## src/rtl/eth_daf_pkg.sv

```systemverilog
package eth_daf_pkg;
   localparam int MAC_W    = 48;
   localparam int BYTE_W   = 8;
   localparam int DA_BYTES = MAC_W / BYTE_W;
   localparam int POS_W    = 3;
   localparam int HOST_W   = 32;

   typedef enum logic [2:0] {
      REG_UC_LO  = 3'd0,
      REG_UC_HI  = 3'd1,
      REG_TB_LO  = 3'd2,
      REG_TB_CTL = 3'd3,
      REG_MODE   = 3'd4
   } daf_reg_e;

   localparam int CTL_DIR_BIT   = 23;
   localparam int PROMISC_BIT   = 31;

   localparam logic [MAC_W-1:0] ADDR_BCAST    = 48'hFFFF_FFFF_FFFF;
   localparam logic [MAC_W-1:0] ADDR_PAUSE_MC = 48'h0180_C200_0001;
   localparam int               FIXED_LANES   = 4;
endpackage

```

## src/rtl/daf_host_regs.sv

```systemverilog
module daf_host_regs
   import eth_daf_pkg::*;
#(
   parameter int TABLE_DEPTH = 4,
   localparam int TBL_N = (TABLE_DEPTH > 0) ? TABLE_DEPTH : 1
) (
   input  logic              clk,
   input  logic              rst_n,
   input  logic [MAC_W-1:0]  tie_ucast_addr,
   input  logic              host_we,
   input  logic [2:0]        host_addr,
   input  logic [HOST_W-1:0] host_wdata,
   output logic [HOST_W-1:0] host_rdata,
   output logic [MAC_W-1:0]  ucast_addr,
   output logic [MAC_W-1:0]  tbl_entry [TBL_N],
   output logic              promisc
);
   logic [MAC_W-1:0] tbl_q [TBL_N];
   logic [31:0]      stg_lo_q;
   logic [15:0]      ctl_hi_q;
   logic [1:0]       ctl_loc_q;
   logic             ctl_dir_q;
   logic [MAC_W-1:0] ucast_q;
   logic             promisc_q;

   logic [1:0]       wr_loc;
   logic             loc_ok;
   logic             ctl_wr;
   logic [MAC_W-1:0] rd_entry;

   assign wr_loc = host_wdata[17:16];
   assign loc_ok = int'(wr_loc) < TABLE_DEPTH;
   assign ctl_wr = host_we && (host_addr == REG_TB_CTL);

   always_comb begin
      rd_entry = '0;
      for (int i = 0; i < TBL_N; i++) begin
         if (loc_ok && (int'(wr_loc) == i)) rd_entry = tbl_q[i];
      end
   end

   always_ff @(posedge clk) begin
      if (!rst_n) begin
         ucast_q   <= tie_ucast_addr;
         promisc_q <= 1'b1;
         stg_lo_q  <= '0;
         ctl_hi_q  <= '0;
         ctl_loc_q <= '0;
         ctl_dir_q <= 1'b0;
      end else if (host_we) begin
         unique case (host_addr)
            REG_UC_LO:  ucast_q[31:0]  <= host_wdata;
            REG_UC_HI:  ucast_q[47:32] <= host_wdata[15:0];
            REG_TB_LO:  stg_lo_q       <= host_wdata;
            REG_TB_CTL: begin
               ctl_loc_q <= wr_loc;
               ctl_dir_q <= host_wdata[CTL_DIR_BIT];
               if (host_wdata[CTL_DIR_BIT]) begin
                  stg_lo_q <= rd_entry[31:0];
                  ctl_hi_q <= rd_entry[47:32];
               end else begin
                  ctl_hi_q <= host_wdata[15:0];
               end
            end
            REG_MODE:   promisc_q <= host_wdata[PROMISC_BIT];
            default: ;
         endcase
      end
   end

   for (genvar g = 0; g < TBL_N; g++) begin : g_tbl
      always_ff @(posedge clk) begin
         if (!rst_n) begin
            tbl_q[g] <= '0;
         end else if (ctl_wr && !host_wdata[CTL_DIR_BIT] && loc_ok
                      && (int'(wr_loc) == g)) begin
            tbl_q[g] <= {host_wdata[15:0], stg_lo_q};
         end
      end
      assign tbl_entry[g] = tbl_q[g];
   end

   always_comb begin
      unique case (host_addr)
         REG_UC_LO:  host_rdata = ucast_q[31:0];
         REG_UC_HI:  host_rdata = {16'h0, ucast_q[47:32]};
         REG_TB_LO:  host_rdata = stg_lo_q;
         REG_TB_CTL: host_rdata = {8'h0, ctl_dir_q, 5'h0, ctl_loc_q, ctl_hi_q};
         REG_MODE:   host_rdata = {promisc_q, 31'h0};
         default:    host_rdata = '0;
      endcase
   end

   assign ucast_addr = ucast_q;
   assign promisc    = promisc_q;


   mode_hold_chk: assert property (@(posedge clk) disable iff (!rst_n)
      !(host_we && host_addr == REG_MODE) |=> $stable(promisc));

   mode_load_chk: assert property (@(posedge clk) disable iff (!rst_n)
      (host_we && host_addr == REG_MODE) |=> promisc == $past(host_wdata[PROMISC_BIT]));
endmodule

```

## src/rtl/daf_lane.sv

```systemverilog
module daf_lane
   import eth_daf_pkg::*;
(
   input  logic              clk,
   input  logic              rst_n,
   input  logic              rx_valid,
   input  logic              rx_sof,
   input  logic [BYTE_W-1:0] rx_data,
   input  logic              byte_live,
   input  logic [POS_W-1:0]  byte_pos,
   input  logic [MAC_W-1:0]  ref_addr,
   input  logic              lane_en,
   output logic              hit_now
);
   logic              ok_q;
   logic [MAC_W-1:0]  shifted;
   logic [BYTE_W-1:0] ref_byte;
   logic              eq;

   // first received byte lines up with bits 47:40
   assign shifted  = ref_addr >> (BYTE_W * (DA_BYTES - 1 - int'(byte_pos)));
   assign ref_byte = shifted[BYTE_W-1:0];
   assign eq       = (rx_data == ref_byte);
   assign hit_now  = lane_en && eq && (rx_sof || ok_q);

   always_ff @(posedge clk) begin
      if (!rst_n)                    ok_q <= 1'b0;
      else if (rx_valid && byte_live) ok_q <= hit_now;
   end
endmodule

```

## src/rtl/daf_decide.sv

```systemverilog
module daf_decide
   import eth_daf_pkg::*;
#(
   parameter int NUM_LANES = 8
) (
   input  logic                 clk,
   input  logic                 rst_n,
   input  logic                 rx_valid,
   input  logic                 rx_sof,
   input  logic                 promisc,
   input  logic [NUM_LANES-1:0] lane_hit,
   output logic                 byte_live,
   output logic [POS_W-1:0]     byte_pos,
   output logic                 match_valid,
   output logic                 match_pass
);
   localparam logic [POS_W-1:0] LAST_POS = POS_W'(DA_BYTES - 1);
   localparam logic [POS_W-1:0] DONE_CNT = POS_W'(DA_BYTES);

   logic [POS_W-1:0] cnt_q;
   logic             sixth;

   assign byte_pos  = rx_sof ? '0 : cnt_q;
   assign byte_live = rx_sof || ((cnt_q != '0) && (cnt_q < DONE_CNT));
   assign sixth     = rx_valid && byte_live && (byte_pos == LAST_POS);

   always_ff @(posedge clk) begin
      if (!rst_n) begin
         cnt_q       <= '0;
         match_valid <= 1'b0;
         match_pass  <= 1'b0;
      end else if (rx_valid) begin
         if (rx_sof) begin
            cnt_q       <= POS_W'(1);
            match_valid <= 1'b0;
            match_pass  <= 1'b0;
         end else if (byte_live) begin
            cnt_q <= cnt_q + POS_W'(1);
            if (sixth) begin
               match_valid <= 1'b1;
               match_pass  <= promisc || (|lane_hit);
            end
         end
      end
   end


   valid_rise_chk: assert property (@(posedge clk) disable iff (!rst_n)
      $rose(match_valid) |-> $past(rx_valid) && !$past(rx_sof) && $past(cnt_q) == LAST_POS);

   sof_clear_chk: assert property (@(posedge clk) disable iff (!rst_n)
      (rx_valid && rx_sof) |=> !match_valid && !match_pass);

   pass_needs_valid_chk: assert property (@(posedge clk) disable iff (!rst_n)
      match_pass |-> match_valid);

   promisc_pass_chk: assert property (@(posedge clk) disable iff (!rst_n)
      ($rose(match_valid) && $past(promisc)) |-> match_pass);

   verdict_hold_chk: assert property (@(posedge clk) disable iff (!rst_n)
      !(rx_valid && rx_sof) && match_valid |=> match_valid && $stable(match_pass));

   cnt_bound_chk: assert property (@(posedge clk) disable iff (!rst_n)
      cnt_q <= DONE_CNT);
endmodule

```

## src/rtl/eth_da_filter.sv

```systemverilog
module eth_da_filter
   import eth_daf_pkg::*;
#(
   parameter int TABLE_DEPTH = 4,
   localparam int TBL_N     = (TABLE_DEPTH > 0) ? TABLE_DEPTH : 1,
   localparam int NUM_LANES = FIXED_LANES + TABLE_DEPTH
) (
   input  logic        clk,
   input  logic        rst_n,
   input  logic [47:0] tie_ucast_addr,
   input  logic [47:0] pause_src_addr,
   input  logic        host_we,
   input  logic [2:0]  host_addr,
   input  logic [31:0] host_wdata,
   output logic [31:0] host_rdata,
   input  logic        rx_valid,
   input  logic        rx_sof,
   input  logic [7:0]  rx_data,
   output logic        match_valid,
   output logic        match_pass
);
   if (TABLE_DEPTH < 0 || TABLE_DEPTH > 4) begin : g_depth_bad
      $error("TABLE_DEPTH must lie in 0..4");
   end

   logic [MAC_W-1:0]     ucast_addr;
   logic [MAC_W-1:0]     tbl_entry [TBL_N];
   logic                 promisc;
   logic [MAC_W-1:0]     lane_ref [NUM_LANES];
   logic [NUM_LANES-1:0] lane_en;
   logic [NUM_LANES-1:0] lane_hit;
   logic                 byte_live;
   logic [POS_W-1:0]     byte_pos;

   daf_host_regs #(.TABLE_DEPTH(TABLE_DEPTH)) u_regs (
      .clk            (clk),
      .rst_n          (rst_n),
      .tie_ucast_addr (tie_ucast_addr),
      .host_we        (host_we),
      .host_addr      (host_addr),
      .host_wdata     (host_wdata),
      .host_rdata     (host_rdata),
      .ucast_addr     (ucast_addr),
      .tbl_entry      (tbl_entry),
      .promisc        (promisc)
   );

   assign lane_ref[0] = ucast_addr;
   assign lane_ref[1] = ADDR_BCAST;
   assign lane_ref[2] = ADDR_PAUSE_MC;
   assign lane_ref[3] = pause_src_addr;
   assign lane_en[FIXED_LANES-1:0] = '1;

   for (genvar t = 0; t < TABLE_DEPTH; t++) begin : g_tbl_lane
      assign lane_ref[FIXED_LANES+t] = tbl_entry[t];
      assign lane_en[FIXED_LANES+t]  = (tbl_entry[t] != '0);
   end

   for (genvar l = 0; l < NUM_LANES; l++) begin : g_lane
      daf_lane u_lane (
         .clk       (clk),
         .rst_n     (rst_n),
         .rx_valid  (rx_valid),
         .rx_sof    (rx_sof),
         .rx_data   (rx_data),
         .byte_live (byte_live),
         .byte_pos  (byte_pos),
         .ref_addr  (lane_ref[l]),
         .lane_en   (lane_en[l]),
         .hit_now   (lane_hit[l])
      );
   end

   daf_decide #(.NUM_LANES(NUM_LANES)) u_decide (
      .clk         (clk),
      .rst_n       (rst_n),
      .rx_valid    (rx_valid),
      .rx_sof      (rx_sof),
      .promisc     (promisc),
      .lane_hit    (lane_hit),
      .byte_live   (byte_live),
      .byte_pos    (byte_pos),
      .match_valid (match_valid),
      .match_pass  (match_pass)
   );
endmodule

```

## config.mk

```make
export PLATFORM = sky130hd
export DESIGN_NAME = eth_da_filter
export DESIGN_NICKNAME = d
export VERILOG_FILES = /design/src/rtl/eth_daf_pkg.sv /design/src/rtl/daf_host_regs.sv /design/src/rtl/daf_lane.sv /design/src/rtl/daf_decide.sv /design/src/rtl/eth_da_filter.sv
export SDC_FILE = /design/constraint.sdc
export NUM_CORES = 1
export LEC_CHECK = 0
export BUFFER_PORTS_ARGS = -buffer_cell sky130_fd_sc_hd__buf_2
export CORE_MARGIN = 8
export CORE_UTILIZATION = 30
export CTS_BUF_LIST = sky130_fd_sc_hd__clkbuf_4
export DETAILED_ROUTE_END_ITERATION = 10
export SLEW_MARGIN = 20
export SYNTH_ARGS = -nofsm -noshare
export SYNTH_HDL_FRONTEND = slang
export SYNTH_SLANG_ARGS = --single-unit
```

## constraint.sdc

```tcl
create_clock -name clk -period 7.7 [get_ports clk]
set_clock_uncertainty 0.05 [all_clocks]
set_input_delay 0.77 -clock clk [delete_from_list [all_inputs] [get_ports clk]]
set_output_delay 0.77 -clock clk [all_outputs]
set_load 0.02 [all_outputs]
```

==> metrics.txt <==
result of the run=complete, no violations; most used flip-flop cell after synthesis=sky130_fd_sc_hd__edfxtp_1; Final Max Tran Viols=0; minimum setup slack after placement=2.62 ns; area post-placement=approximately 19000 um^2; Total Wirelength=81300 um; CTS tree=yes; residual DRC count=0; average footprint of a synthesized cell=around 11 um^2; count of input and output buffers=177; via/cell ratio=6.03; count of vias placed by the detailed router=roughly 16000; critical path fanouts, max=59; Final #Nets=1944; total negative setup slack=0 ns; power density over the cells=204 nW/um^2; HPWL after detailed placement=between 60000 and 70000 um; wire per inst=30.9 um; height of the die=257 um; count of clock tree sinks=a little over 300; highest ir drop seen on vdd=0.000110 V; leakage power figure=between 7 and 8 nW; number of instances in the synthesized netlist=1640; EDFF count, synth=240; global route total overflow=0; clock latency of the later-clocked register in the worst-skew pair=between 0.8 and 0.9 ns; CP startpoint kind=input pin; register bit count reported by yosys=305; Root Buffer Master=sky130_fd_sc_hd__clkbuf_4; Initial Util=30.3%; cell with the biggest individual delay on the critical path=sky130_fd_sc_hd__buf_4; Die X-Extent=approximately 260 um; worst setup path class=in -> reg; Cell variety after synth=79; Arrival @ worst endpoint=approximately 5 ns; post-route setup slack=3.39 ns; number of iterations in the first detailed-routing pass=6; Boundary Pins=between 150 and 200; Mapped Nets=1788; share of flip-flops with an asynchronous set or reset after synthesis=0%; proportion of power drawn by combinational gates=13.7%; part of the Yosys area used for sequential elements=48.8%; initial antenna violation count=11; portion of synthesized cell area occupied by the leading cell type=about two fifths; Routed Antenna Nets=0; number of placed instances with taps included=approximately 2500; most frequent cell after synthesis=sky130_fd_sc_hd__edfxtp_1; sequential power share=49.3%; placement row count=88; area of all placed cells without fillers=between 20000 and 25000 um^2; cell type contributing the most total cell area after synthesis=sky130_fd_sc_hd__edfxtp_1; final hold slack=0.163 ns; CP top delay family=buffers and inverters; top achievable clock speed=around 230 MHz; Critical Path Max Stage Delay=0.54 ns; buffer levels on the longest clock path=3; clock buffer count from CTS=82; final weighted congestion of routability-driven global placement=1.06; H-tree levels=3; switching fraction of total power=a little under a third; post-CTS sizing=0; slew at the pin with the worst max-slew slack=1.18 ns; Crit. Startpoint=rx_sof; Area Growth Syn to Fin=14.8%; number of hold-slack violations in the final timing report=0; Hold/Removal Path Class=in -> reg; initial drt markers=2348; top cells by instance count after synthesis=240 x sky130_fd_sc_hd__edfxtp_1, 160 x sky130_fd_sc_hd__nor2_1, 152 x sky130_fd_sc_hd__nand2_1; Clock power frac=37.0%; Max-cap violations=0; die area=66100 um^2; Hold Crit Start=host_wdata[22]; Area contributors post-synth=sky130_fd_sc_hd__edfxtp_1 41%, sky130_fd_sc_hd__dfxtp_1 7.5%, sky130_fd_sc_hd__mux4_2 5.9%; total number of yosys warnings=0; critical path data required time=8.41 ns; kind of capture point of the worst setup path=flop; worst path cell trace=buf_2 -> buf_4 -> nor2b_1 -> ha_2 -> buf_4 -> inv_1 -> and2_1 -> a222oi_1 -> xor2_1 -> nand3_1 -> nor4_1 -> nor4_1 -> a31oi_1; minimum clock period=about 4.3 ns; Max-slew headroom=21.2%; post-synthesis instance area=17400 um^2; part of the cycle the worst path needs=56.0%; largest net degree at the start of global routing=between 70 and 80; total of fill cells in the finished design=approximately 6000; number of buffer and inverter stages on the critical path=4; reg-to-reg startpoint=u_decide.cnt_q[1]; overall track demand over capacity in global routing=23.5%; net switching power figure=0.00125 W; clk slew on worst S/H paths=about 0.07 ns; number of hold buffers added after cts=0; global-route wire length before repair=around 110000 um; fraction of final layout cells sized beyond drive strength 1=approximately 25%; core outline area=57600 um^2; RSZ-0062 raised after global routing=false; Post-CTS Setup Bufs=0; setup violation total in the final timing report=0; number of global-route vias before repair=14992; Cell Int Power=roughly 0.0028 W; number of standard cells in the layout, taps in and fillers out=2629
[flip-flops by register name (all words and copies together), names as in the netlist, 2 cells and up]
| name | flops |
|---|---|
| g_lane.u_lane.ok_q | 8 |
| u_decide.cnt_q | 3 |
| u_regs.ctl_hi_q | 16 |
| u_regs.ctl_loc_q | 2 |
| u_regs.stg_lo_q | 32 |
| u_regs.tbl_q | 192 |
| u_regs.ucast_addr | 48 |
[final timing paths]
kind                               to  slack (ns)  cells past startpoint
hold / removal    u_regs.stg_lo_q[22]        0.16                      3
setup / recovery  u_decide.match_pass        3.39                     13
hold reg to reg   u_regs.ctl_loc_q[1]        0.41                      2
setup reg to reg  u_decide.match_pass        3.42                     11
[per-layer routing]
metal	global-route usage [%]	up-vias	wire length (um)
li1	-	6611	-
met1	31.2	7784	31900
met2	34.6	1250	34600
met3	9.04	192	11600
met4	8.01	4	3060
met5	0	-	27
[cells by family after synthesis]
logic type / after synthesis / share of synthesized area [%]
fa+ha+maj: 4 / 0.287
mux: 136 / 11.4
xor+xnor: 31 / 1.56
flops: 305 / 48.8
compound gates: 361 / 15.0
simple gates: 617 / 18.3
buf+inv: 186 / 4.63
[layout make-up]
type / instances / area [um^2] / area share (%)
clock inverters: 29 / 155 / 0.775
diodes: 3 / 7.51 / 0.0375
repair buffers: 208 / 1120 / 5.60
inverters: 50 / 188 / 0.937
clock buffers: 120 / 901 / 4.50
multi-input cells: 1149 / 8190 / 40.9
flip-flops and latches: 305 / 8510 / 42.5
well taps: 765 / 957 / 4.78
[per-stage QoR]
step	power [W]	utilization [%]
global route	0.00420	34.8
finish	0.00408	34.8
CTS	0.00406	34.8
global placement	0.00258	32.9
floorplan	0.00229	-
detailed placement	0.00258	32.9
[worst min-delay path, stage by stage]
cell                       delay [ns]
sky130_fd_sc_hd__buf_2           0.11
sky130_fd_sc_hd__nand2_1         0.05
sky130_fd_sc_hd__a311oi_1        0.07
[power by group through the flow]
stage                     logic, W  registers, W  clock network (W)
final                     0.000560       0.00201            0.00151
after global routing      0.000588       0.00201            0.00161
after CTS                 0.000550       0.00200            0.00152
after detailed placement  0.000546       0.00203                  0
after global placement    0.000547       0.00203                  0
after floorplan           0.000347       0.00194                  0
[cells in the final DEF, fill, tap and decap left out, types with 13 or more instances in the layout]
cell type,n
sky130_fd_sc_hd__a22o_1,32
sky130_fd_sc_hd__mux2_2,42
sky130_fd_sc_hd__o21ai_0,84
sky130_fd_sc_hd__a31oi_1,15
sky130_fd_sc_hd__nor3_1,14
sky130_fd_sc_hd__a221oi_1,32
sky130_fd_sc_hd__mux4_2,46
sky130_fd_sc_hd__buf_4,32
sky130_fd_sc_hd__and2_1,130
sky130_fd_sc_hd__a311oi_1,33
sky130_fd_sc_hd__a221o_1,22
sky130_fd_sc_hd__nor2_1,159
sky130_fd_sc_hd__dfxtp_1,64
sky130_fd_sc_hd__clkbuf_4,120
sky130_fd_sc_hd__a21oi_1,40
sky130_fd_sc_hd__nand4_1,23
sky130_fd_sc_hd__buf_2,176
sky130_fd_sc_hd__mux2i_1,48
sky130_fd_sc_hd__edfxtp_1,240
sky130_fd_sc_hd__xnor2_1,20
sky130_fd_sc_hd__a211oi_1,32
sky130_fd_sc_hd__nor4_1,56
sky130_fd_sc_hd__and3b_1,13
sky130_fd_sc_hd__clkinv_1,20
sky130_fd_sc_hd__inv_1,47
sky130_fd_sc_hd__nand2_1,148
Note: power is estimated with default switching activity, not from simulation.
